**config.mk**
```make
export PLATFORM = sky130hd
export DESIGN_NAME = narrow_bus_bridge
export DESIGN_NICKNAME = d
export VERILOG_FILES = /design/src/rtl/nbw_pkg.sv /design/src/rtl/nbw_beat_pick.sv /design/src/rtl/nbw_lane_steer.sv /design/src/rtl/nbw_read_merge.sv /design/src/rtl/narrow_bus_bridge.sv
export SDC_FILE = /design/constraint.sdc
export NUM_CORES = 1
export LEC_CHECK = 0
export CORE_UTILIZATION = 45
export CTS_CLUSTER_SIZE = 20
export DETAILED_ROUTE_END_ITERATION = 10
export DONT_BUFFER_PORTS = 1
export PLACE_DENSITY = 0.65
export SYNTH_ARGS = -nofsm -noshare
export SYNTH_HDL_FRONTEND = slang
export SYNTH_SLANG_ARGS = --single-unit
```
**constraint.sdc**
```tcl
create_clock -name clk -period 3 [get_ports clk]
set_clock_uncertainty 0.05 [all_clocks]
set_input_delay 0.15 -clock clk [delete_from_list [all_inputs] [get_ports clk]]
set_output_delay 0.15 -clock clk [all_outputs]
set_load 0.05 [all_outputs]
```
**src/rtl/nbw_pkg.sv**
```systemverilog
package nbw_pkg;

    localparam int MST_W  = 32;
    localparam int MST_BE = MST_W / 8;

    typedef enum logic {
        ALIGN_NATIVE  = 1'b0,
        ALIGN_DYNAMIC = 1'b1
    } align_e;

    // master request as seen by the bridge
    typedef struct packed {
        logic              rd;
        logic              wr;
        logic [MST_W-1:0]  wdata;
        logic [MST_BE-1:0] be;
    } mreq_t;

    // read response toward the master
    typedef struct packed {
        logic             valid;
        logic [MST_W-1:0] data;
    } mrsp_t;

    function automatic int beats_for(align_e mode, int slv_w);
        return (mode == ALIGN_DYNAMIC) ? (MST_W / slv_w) : 1;
    endfunction

    function automatic int idx_width(int n);
        return (n <= 1) ? 1 : $clog2(n);
    endfunction

endpackage

```
**src/rtl/nbw_beat_pick.sv**
```systemverilog
module nbw_beat_pick #(
    parameter int NB = 4,
    parameter int CW = 2
) (
    input  logic [NB-1:0] en,
    input  logic [CW-1:0] start,
    output logic          found,
    output logic [CW-1:0] cur,
    output logic          last
);
    // first enabled beat at or above start; last when none follows it
    always_comb begin
        found = 1'b0;
        cur   = start;
        last  = 1'b1;
        for (int k = 0; k < NB; k++) begin
            if (!found && (k >= int'(start)) && en[k]) begin
                found = 1'b1;
                cur   = CW'(k);
            end else if (found && en[k]) begin
                last = 1'b0;
            end
        end
    end
endmodule

```
**src/rtl/nbw_lane_steer.sv**
```systemverilog
module nbw_lane_steer
    import nbw_pkg::*;
#(
    parameter int SLV_W = 8,
    parameter int NB    = 4,
    parameter int CW    = 2
) (
    input  logic [MST_W-1:0]     wdata,
    input  logic [MST_BE-1:0]    be,
    input  logic                 skip_zero,
    input  logic [CW-1:0]        cur,
    output logic [NB-1:0]        en,
    output logic [SLV_W-1:0]     s_wdata,
    output logic [SLV_W/8-1:0]   s_be
);
    localparam int SBE = SLV_W / 8;

    for (genvar k = 0; k < NB; k++) begin : g_en
        assign en[k] = !skip_zero || (be[k*SBE +: SBE] != '0);
    end

    assign s_wdata = wdata[cur*SLV_W +: SLV_W];
    assign s_be    = be[cur*SBE +: SBE];
endmodule

```
**src/rtl/nbw_read_merge.sv**
```systemverilog
module nbw_read_merge
    import nbw_pkg::*;
#(
    parameter int SLV_W = 8,
    parameter int NB    = 4,
    parameter int CW    = 2
) (
    input  logic             clk,
    input  logic             rst,
    input  logic             capture,
    input  logic             finish,
    input  logic [CW-1:0]    cur,
    input  logic [SLV_W-1:0] s_rdata,
    output mrsp_t            rsp
);
    logic [NB-1:0][SLV_W-1:0] lanes;
    logic [MST_W-1:0]         merged;

    // the final beat bypasses the lane store
    always_comb begin
        merged = '0;
        for (int k = 0; k < NB; k++) begin
            merged[k*SLV_W +: SLV_W] = (CW'(k) == cur) ? s_rdata : lanes[k];
        end
    end

    always_ff @(posedge clk) begin
        if (rst) begin
            lanes <= '0;
            rsp   <= '0;
        end else begin
            if (capture) lanes[cur] <= s_rdata;
            rsp.valid <= finish;
            if (finish) rsp.data <= merged;
        end
    end
endmodule

```
**src/rtl/narrow_bus_bridge.sv**
```systemverilog
module narrow_bus_bridge
    import nbw_pkg::*;
#(
    parameter align_e ALIGN  = ALIGN_DYNAMIC,
    parameter int     SLV_W  = 8,
    parameter int     ADDR_W = 12,
    localparam int    NB     = beats_for(ALIGN, SLV_W),
    localparam int    BB     = $clog2(NB),
    localparam int    S_AW   = ADDR_W - 2 + BB
) (
    input  logic                 clk,
    input  logic                 rst,
    input  logic [ADDR_W-1:0]    m_addr,
    input  logic                 m_read,
    input  logic                 m_write,
    input  logic [MST_W-1:0]     m_wdata,
    input  logic [MST_BE-1:0]    m_be,
    output logic                 m_waitreq,
    output logic [MST_W-1:0]     m_rdata,
    output logic                 m_rvalid,
    output logic [S_AW-1:0]      s_addr,
    output logic                 s_read,
    output logic                 s_write,
    output logic [SLV_W-1:0]     s_wdata,
    output logic [SLV_W/8-1:0]   s_be,
    input  logic [SLV_W-1:0]     s_rdata,
    input  logic                 s_waitreq
);
    localparam int CW = idx_width(NB);

    mreq_t             req;
    mrsp_t             rsp;
    logic              active;
    logic [NB-1:0]     en;
    logic [CW-1:0]     next_q;
    logic [CW-1:0]     cur;
    logic              found;
    logic              last;
    logic              issue;
    logic              beat_done;
    logic              finish;
    logic [ADDR_W-1:0] word_idx;

    assign req    = '{rd: m_read, wr: m_write, wdata: m_wdata, be: m_be};
    assign active = req.rd | req.wr;

    nbw_lane_steer #(.SLV_W(SLV_W), .NB(NB), .CW(CW)) u_steer (
        .wdata     (req.wdata),
        .be        (req.be),
        .skip_zero ((ALIGN == ALIGN_DYNAMIC) && req.wr),
        .cur       (cur),
        .en        (en),
        .s_wdata   (s_wdata),
        .s_be      (s_be)
    );

    nbw_beat_pick #(.NB(NB), .CW(CW)) u_pick (
        .en    (en),
        .start (next_q),
        .found (found),
        .cur   (cur),
        .last  (last)
    );

    assign issue     = active & found;
    assign beat_done = issue & !s_waitreq;
    assign finish    = beat_done & last;

    assign m_waitreq = issue & !finish;
    assign s_read    = issue & req.rd;
    assign s_write   = issue & req.wr & !req.rd;

    assign word_idx = m_addr >> 2;
    assign s_addr   = S_AW'(word_idx) * S_AW'(NB) + S_AW'(cur);

    // beat sequencer: start index of the next search
    always_ff @(posedge clk) begin
        if (rst) begin
            next_q <= '0;
        end else if (finish || (active && !found)) begin
            next_q <= '0;
        end else if (beat_done) begin
            next_q <= cur + CW'(1);
        end
    end

    nbw_read_merge #(.SLV_W(SLV_W), .NB(NB), .CW(CW)) u_merge (
        .clk     (clk),
        .rst     (rst),
        .capture (beat_done & req.rd),
        .finish  (finish & req.rd),
        .cur     (cur),
        .s_rdata (s_rdata),
        .rsp     (rsp)
    );

    assign m_rdata  = rsp.data;
    assign m_rvalid = rsp.valid;
endmodule

```
==> metrics.sh, run 1 <==
RUN_STATUS='completed'
POSTROUTEWIRELENGTH_UM=9090
NETLIST_TOP_CELLS_AREA='dfxtp_1, mux2i_1, a221oi_2'
TIMING.HOLD.WORST.CLASS='input pin to flip-flop'
GRT_FIRST_PASS_WIRELENGTH_UM=14200
SETUP_TNS_NS=0
WORST_PATH_DOMINANT_CELL_FAMILY='compound AO/OA/AOI/OAI gates'
SYNTH.DISTINCT_CELLS=39
CHIPHEIGHT_UM=94.2
N_ANTENNA_CELL=0
GRT_ANTENNA_BEFORE_REPAIR=0
GPL.FINAL_WEIGHTED_CONGESTION=0.866
YOSYS-TOP-CELLS-COUNT='dfxtp_1, mux2i_1, nor2_1'
CAP_VIOLATIONS=0
IRDROPWORSTVDD_uV=286
POSTCTSSETUPBUFFERS=0
SYNTH_AREA_PER_CELL_UM2=10.1
CRITICAL_PATH_BUF_INV_COUNT=0
TIMING_WORST_SETUP_PATH_TYPE='flip-flop to flip-flop'
NETLIST.TOP_CELL.BY_AREA='dfxtp_1'
GRT-OVFL-TOTAL=0
SYNTHFLOPTYPE='dfxtp_1'
PLACED_AREA_UM2=3900
RRSETUPSLACK_NS=0.27
SYNTH_SEQ_CELLS=67
R2R-START='next_q[1]$_SDFFE_PP0N_'
TIMING.CRITICAL_PATH.FANOUT_MAX=17
TIMING.HOLD.WORST_PATH_DEPTH=2
REG2REG_TO='u_merge.rsp[6]$_SDFFE_PP0P_'
SYNTHARSTFLOPSHARE_PCT=0
TRACK_USAGE_PCT=21.2
MAX-CLOCK-PATH-BUFFERS=2
VIAS_IN_THE_FIRST_GLOBAL_ROUTE=2715
FLOORPLAN.ROWS=33
TIMING.CRITICAL_PATH.FROM='next_q[1]$_SDFFE_PP0N_'
CTSROOTBUFFERMASTER='clkbuf_8'
SYNTH.YOSYS.SEQ_AREA_SHARE_PCT=35.1
CP-ENDPOINT='u_merge.rsp[6]$_SDFFE_PP0P_'
CP-END-KIND='flip-flop'
MAPPEDNETLISTNETS=445
FINALSETUPVIOLATIONS=0
PLACE.PORT_BUFFERS=0
CLOCK_INSERTION_DELAY_WORST_SKEW_NS=0.35
INITIAL_UTILIZATION_PCT=46.6
TOTAL_NUMBER_OF_NETS_IN_THE_FINAL_DESIGN=447
NUMBER_OF_ENABLE_FLIP_FLOP_CELLS_AFTER_SYNTHESIS=0
IO-PIN-COUNT=118
P_PER_AREA_nW_PER_UM2=566
TIMING.FINAL.WS_SETUP_NS=0.270
GRT_MAX_DEGREE=68
DRC=0
DPL_WORST_SLACK_NS=0.300
CP_SLOWEST_STAGE_DELAY_NS=0.61
FINAL_DESIGN_AREA_NO_FILL_UM2=4230
POST_DRT_VIA_CELL_RATIO=5.85
PERIOD_MINUS_SLACK_NS=2.73
CTS_BUFFERS=9
SYNTH_TOP_AREA_SHARE_PCT=35.1
DRT_PRE_ANTENNA_ITERS=4
RSZ0062_AT_GRT='no'
TIMING.MAX_SLEW.REL_SLACK_PCT=31.2
DETAILEDPLACEMENTHPWL_UM=5530
TIMING_MAX_TRANSITION_VIOLATIONS_FINAL=0
NUMBER_OF_SINKS_ON_THE_CLOCK_NET=67
ROUTED_WIRE_LENGTH_PER_INSTANCE_UM=18.5
TOTAL_POWER_mW=2.39
DIE_WIDTH_UM=94.2
REPORT.FINAL.HOLD_VIOL_COUNT=0
TIMING.CRITICAL_PATH.REQUIRED_NS=3.14
MAX_FREQ_GHz=0.366
DIE_AREA_UM2=8880
FINAL_MIN_PERIOD_OVER_CLOCK_PERIOD_PCT=91.0
CP-START-KIND='flip-flop'
COREAREA_UM2=8220
CRIT_CELLS=8
WORST_R2R_PATH_DEPTH=8
CTSHTREEMAXLEVEL=3
YOSYSMOSTFREQUENTCELL='dfxtp_1'
YS_WARN_COUNT=0
ROUTED-VIA-COUNT=2880
CLK_PIN_SLEW_NS=0.08
TIMING.CRITICAL_PATH.SLOWEST_STAGE_CELL='ha_1'
SYN_TO_FINAL_GROWTH_PCT=10.6
SYNTHESIS.AREA_UM2=3830
LAYOUT_CELL_SHARE_WITH_DRIVE_STRENGTH_BEYOND_1_PCT=21.4
TRITONCTS_CLOCK_TREE='done'
WORSTMARGINPINSLEW_NS=1.03
DR.FIRST_ITER.DRC_COUNT=223
SYNTH_CELLS=380
TOTAL_LEAKAGE_POWER_nW=1.66
CRITICAL_PATH.CELL_CHAIN='nand2b_1 > o31ai_1 > o21ai_0 > a21oi_1 > ha_1 > nor2b_1 > a2111oi_0 > a221oi_2'
CP.ARRIVAL_NS=2.87
ROUTE.ANTENNA.REMAINING_NETS=0
==> cell usage in the layout (no fill, tap or decap), types with 2 or more instances in the layout <==
master         netlist  routed
nor2b_1             36      36
dlygate4sd3_1        0       8
a221oi_2            30      30
nor3_1               3       3
ha_1                 4       4
buf_4               11      19
inv_1               35      35
clkbuf_8             0      10
clkinvlp_4           0       2
dfxtp_1             67      67
a21oi_1              3       3
nand2b_1             6       6
nor2_1              37      37
o211ai_2             4       4
a31oi_1              2       2
a221oi_1             2       2
mux2i_1             58      58
a2111oi_0           32      31
bufinv_16            0       2
==> state kept, by name, summed over array words and instances, names as in the netlist <==
signal         cells
next_q             2
u_merge.rsp       33
u_merge.lanes     32
==> how the worst min path moves through the flow <==
stage	from	end	slack, ns
6_report	s_rdata[2]	u_merge.rsp[10]$_SDFFE_PP0P_	0.09
5_1_grt	s_rdata[4]	u_merge.rsp[4]$_SDFFE_PP0P_	0.1
4_1_cts	s_rdata[5]	u_merge.rsp[5]$_SDFFE_PP0P_	0.08
3_5_place_dp	rst	u_merge.rsp[1]$_SDFFE_PP0P_	0.18
3_3_place_gp	rst	u_merge.rsp[27]$_SDFFE_PP0P_	0.18
2_1_floorplan	s_rdata[0]	u_merge.lanes[0]$_SDFFE_PP0P_	0.24
==> layer usage <==
layer	GRT usage, %	vias up	routed length [µm]
met5	0	-	0
met4	5.90	0	108
met3	6.31	12	661
met2	34.8	92	4420
met1	26.7	1391	3900
li1	-	1385	-
==> logic make-up after synthesis <==
| kind of cell | share of synthesized area (%) |
|---|---|
| AOI/OAI and AO/OA | 24.4 |
| buffers and inverters | 9.71 |
| muxes | 16.2 |
| adders and majority gates | 1.31 |
| DFF | 35.1 |
| and+or+nand+nor | 13.3 |
==> report_power, final <==
group / internal (mW) / switching (mW)
clock: 0.490 / 0.353
sequential: 0.919 / 0.0638
combinational: 0.193 / 0.374
total: 1.60 / 0.791
==> through the flow <==
stage	hold slack, ns	instances	util (%)
5_1_grt	0.0951	492	51.5
4_1_cts	0.0788	492	51.5
6_report	0.0875	492	51.5
2_1_floorplan	0.244	380	-
3_3_place_gp	0.176	467	47.4
3_5_place_dp	0.176	467	47.4
==> layout make-up <==
type	instances	area, µm²
clock buffers	10	138
clock inverters	6	88.8
fillers	740	3990
inverters	35	131
multi-input cells	240	2130
flip-flops and latches	67	1340
well taps	105	131
repair buffers	29	270
==> timing repair <==
item	4_1_cts	5_1_grt
setup endpoints to repair	0	1
hold endpoints to repair	67	0
gates resized for setup	0	1
hold buffers	9	0
(Power assumes the default switching activity.)
==> inputs of run 2 (changes only) <==
--- a/config.mk
+++ b/config.mk
@@ -5,6 +5,7 @@
 export SDC_FILE = /design/constraint.sdc
 export NUM_CORES = 1
 export LEC_CHECK = 0
+export ABC_AREA = 1
 export CORE_UTILIZATION = 45
 export CTS_CLUSTER_SIZE = 20
 export DETAILED_ROUTE_END_ITERATION = 10
==> metrics.sh, run 2 <==
CTSROOTBUFFERMASTER='clkbuf_8'
CP-ENDPOINT='u_merge.lanes[6]$_SDFFE_PP0P_'
FLOORPLAN.ROWS=33  # unchanged
CRITICAL_PATH.MOST_COMMON_CELL='nand2_1'
ROUTE.ANTENNA.REMAINING_NETS=0  # unchanged
POST_SYNTHESIS_COMPOUND_GATE_AREA_FRACTION_PCT=12.4  # -12 points
PERIOD_MINUS_SLACK_NS=2.63  # -0.104 ns
SYN_TO_FINAL_GROWTH_PCT=7.52
TRITONCTS_CLOCK_TREE='done'
DIE_WIDTH_UM=94.4  # +0.21%
TOTAL_LEAKAGE_POWER_nW=1.98  # +19%
MAPPEDNETLISTNETS=677  # +52%
SYNTH.YOSYS.SEQ_AREA_SHARE_PCT=34.9  # -0.15 points
WORST_R2R_PATH_DEPTH=12  # +4
TIMING.HOLD.WORST.CLASS='input pin to flip-flop'
POST_SYNTH_MUX_AREA_SHARE_PCT=0  # -16 points
MAX_FLOP_REGISTER='u_merge.rsp'
LAYOUT_CELL_SHARE_WITH_DRIVE_STRENGTH_BEYOND_1_PCT=8.13  # -13 points
FLIP_FLOP_COUNT_OF_THE_LARGEST_REGISTER_ALL_COPIES_AND_WORDS_ADDED=33  # unchanged
CLOCK_INSERTION_DELAY_WORST_SKEW_NS=0.34  # about the same
TIMING.HOLD.WORST_PATH_DEPTH=4  # +2
CP_SLOWEST_STAGE_DELAY_NS=0.50  # -0.11 ns
CTSHTREEMAXLEVEL=3  # unchanged
GRT_FIRST_PASS_WIRELENGTH_UM=15700  # +10%
PLACE.PORT_BUFFERS=0  # unchanged
COMBINATIONAL_FAMILY_WITH_THE_MOST_AREA_AFTER_SYNTHESIS='simple AND/OR/NAND/NOR gates'
TIMING.MAX_SLEW.REL_SLACK_PCT=26.4  # -4.8 points
DRT_PRE_ANTENNA_ITERS=4  # unchanged
NUM-FILL-CELLS=837  # +13%
SYNTH.DISTINCT_CELLS=24  # -38%
NUMBER_OF_ENABLE_FLIP_FLOP_CELLS_AFTER_SYNTHESIS=0  # unchanged
TOTAL_POWER_mW=2.38  # -0.49%
CRITICAL_PATH_BUF_INV_COUNT=3  # +3
VIAS_IN_THE_FIRST_GLOBAL_ROUTE=3292  # +21%
GRT_ANTENNA_BEFORE_REPAIR=0  # unchanged
LAYOUT_COMMONEST_CELL='nand2_1'
REG2REG_TO='u_merge.lanes[6]$_SDFFE_PP0P_'
P_PER_AREA_nW_PER_UM2=576  # +1.9%
DETAILEDPLACEMENTHPWL_UM=6020  # +8.8%
DR.FIRST_ITER.DRC_COUNT=200  # -10%
CTS_BUFFERS=9  # unchanged
TIMING.CRITICAL_PATH.FANOUT_MAX=17  # unchanged
IO-PIN-COUNT=118  # unchanged
POSTCTSSETUPBUFFERS=0  # unchanged
CHIPHEIGHT_UM=94.4  # +0.21%
REPORT.FINAL.HOLD_VIOL_COUNT=0  # unchanged
LAYOUT.CELLS.MOST_COMMON_LIST='nand2_1, nor2_1, dfxtp_1'
SYNTHESIS.AREA_UM2=3840  # +0.43%
CP-END-KIND='flip-flop'
DIE_AREA_UM2=8910  # +0.41%
CLK_PIN_SLEW_NS=0.08  # about the same
CRITICAL_PATH.CELL_CHAIN='inv_2 > nand2_2 > nand4_1 > nand2_1 > nand2_2 > inv_1 > ha_1 > nand4_1 > buf_4 > nand2_1 > nand2_1 > nor2_1'
SYNTHSIMPLEGATEAREAFRAC_PCT=37.7  # +24 points
FINAL_DESIGN_AREA_NO_FILL_UM2=4130  # -2.4%
NUMBER_OF_SINKS_ON_THE_CLOCK_NET=67  # unchanged
MULTI_INPUT_AREA_UM2=1980  # -6.9%
SYNTH_AREA_PER_CELL_UM2=6.28  # -38%
NETLIST_TOP_CELLS_AREA='dfxtp_1, nand2_1, nor2_1'
NETLIST.TOP_CELL.BY_AREA='dfxtp_1'
DPL_WORST_SLACK_NS=0.418  # +0.117 ns
CTS_REPAIR_RESIZE_COUNT=0  # unchanged
SYNTHFLOPTYPE='dfxtp_1'
TIMING.CRITICAL_PATH.SLOWEST_STAGE_CELL='ha_1'
FINALSETUPVIOLATIONS=0  # unchanged
MAX-CLOCK-PATH-BUFFERS=2  # unchanged
TIMING.FINAL.WS_SETUP_NS=0.374  # +0.104 ns
TIMING_WORST_SETUP_PATH_TYPE='flip-flop to flip-flop'
GRT-OVFL-TOTAL=0  # unchanged
YS_WARN_COUNT=0  # unchanged
YOSYSMOSTFREQUENTCELL='nand2_1'
WORST_PATH_DOMINANT_CELL_FAMILY='simple AND/OR/NAND/NOR gates'
R2R-START='next_q[1]$_SDFFE_PP0N_'
WORSTMARGINPINSLEW_NS=1.10  # +0.0718 ns
ROUTED-VIA-COUNT=3588  # +25%
COREAREA_UM2=8260  # +0.50%
MAX_FREQ_GHz=0.381  # +4.0%
TRACK_USAGE_PCT=22.8  # +1.6 points
ROUTED_WIRE_LENGTH_PER_INSTANCE_UM=13.9  # -25%
CRIT_CELLS=12  # +4
INITIAL_UTILIZATION_PCT=46.5  # about the same
TIMING_MAX_TRANSITION_VIOLATIONS_FINAL=0  # unchanged
POSTROUTEWIRELENGTH_UM=9860  # +8.5%
SYNTH_CELLS=612  # +61%
POST_DRT_VIA_CELL_RATIO=5.07  # -13%
RSZ0062_AT_GRT='no'
POST_SYNTH_FA_HA_MAJ_AREA_FRACTION_PCT=1.30  # -0.0055 points
FINAL_MIN_PERIOD_OVER_CLOCK_PERIOD_PCT=87.5  # -3.5 points
IRDROPWORSTVDD_uV=332  # +16%
GPL.FINAL_WEIGHTED_CONGESTION=0.813  # -6.1%
PLACED_AREA_UM2=3860  # -0.83%
SETUP_TNS_NS=0  # unchanged
SYNTH-XOR-AREA-SHARE_PCT=0  # unchanged
RUN_STATUS='completed'
SYNTHARSTFLOPSHARE_PCT=0  # unchanged
TOP_REGS='u_merge.rsp (33), u_merge.lanes (32), next_q (2)'
CAP_VIOLATIONS=0  # unchanged
SEQUENTIAL_CELL_AREA_UM2=1340  # unchanged
TIMING.CRITICAL_PATH.REQUIRED_NS=3.23  # +0.09 ns
YOSYS-TOP-CELLS-COUNT='nand2_1, nor2_1, dfxtp_1'
DRC=0  # unchanged
N_ANTENNA_CELL=0  # unchanged
TIMING.CRITICAL_PATH.FROM='next_q[1]$_SDFFE_PP0N_'
SYNTH_SEQ_CELLS=67  # unchanged
SYNTH_TOP_AREA_SHARE_PCT=34.9  # -0.15 points
TOTAL_NUMBER_OF_NETS_IN_THE_FINAL_DESIGN=663  # +48%
CP.ARRIVAL_NS=2.85  # -0.02 ns
RRSETUPSLACK_NS=0.37  # +0.10 ns
CP-START-KIND='flip-flop'
GRT_MAX_DEGREE=65  # -4.4%
## run 2: cell count changes after synthesis, moves of 22 or more
cell	previous run	this run
nand2_1	1	168
nor2_1	37	108
mux2i_1	58	0
o21ai_0	2	40
nor2b_1	36	0
a2111oi_0	32	0
o21bai_1	1	33
nor3_1	3	34
a221oi_2	30	0
inv_1	35	57
## run 2: how the worst min path moves through the flow
stage,startpoint,endpoint,slack (ns)
3_5_place_dp,rst,u_merge.rsp[32]$_SDFF_PP0_,0.19
5_1_grt,s_rdata[7],u_merge.rsp[23]$_SDFFE_PP0P_,0.02
3_3_place_gp,rst,u_merge.rsp[32]$_SDFF_PP0_,0.18
4_1_cts,s_rdata[6],u_merge.rsp[22]$_SDFFE_PP0P_,0.00004
6_report,s_rdata[6],u_merge.rsp[22]$_SDFFE_PP0P_,0.01
2_1_floorplan,rst,u_merge.rsp[32]$_SDFF_PP0_,0.18
## run 2: worst reg2reg max path, cell delays in order (launching register included)
cell     delay [ns]
dfxtp_1        0.41
inv_2          0.06
nand2_2        0.13
nand4_1        0.13
nand2_1        0.31
nand2_2        0.15
inv_1          0.14
ha_1           0.50
nand4_1        0.21
buf_4          0.24
nand2_1        0.07
nand2_1        0.05
nor2_1         0.12
## run 2: final cells by class
class | instances | area share (%)
tap | 105 | 3.18
multi-input combinational | 430 | 48.0
clock inverter | 6 | 0.969
sequential | 67 | 32.5
inverter | 60 | 5.45
clock buffer | 10 | 3.33
timing repair buffer | 30 | 6.60
## run 2: where the power goes
part	internal [mW]	switching (mW)	leakage (nW)
clock	0.322	0.362	0.0924
combinational	0.217	0.499	1.35
sequential	0.930	0.0517	0.543
total	1.47	0.912	1.98
## run 2: through the flow
stage	instances	utilization [%]	hold WS, ns
final	708	50.0	0.00958
after global routing	708	50.0	0.0239
after CTS	708	50.0	0.0000369
after detailed placement	683	46.8	0.192
after global placement	683	46.8	0.184
after floorplan	612	-	0.179
## run 2: kinds of logic after synthesis
kind of cell    count (synthesis)
simple gates                  348
buf+inv                       115
compound gates                 78
flops                          67
fa+ha+maj                       4
## run 2: timing repair
action | CTS | global route
setup endpoints to repair | 0 | 0
endpoints found under the hold margin | 35 | 0
hold buffers | 9 | 0
## run 2: per-layer routing
| metal | track usage [%] | share of wire [%] | up-vias |
|---|---|---|---|
| met2 | 36.5 | 45 | 127 |
| li1 | - | - | 1860 |
| met4 | 9.74 | 1.3 | 0 |
| met1 | 29.1 | 44 | 1588 |
| met5 | 0 | 0 | - |
| met3 | 5.39 | 9.2 | 13 |
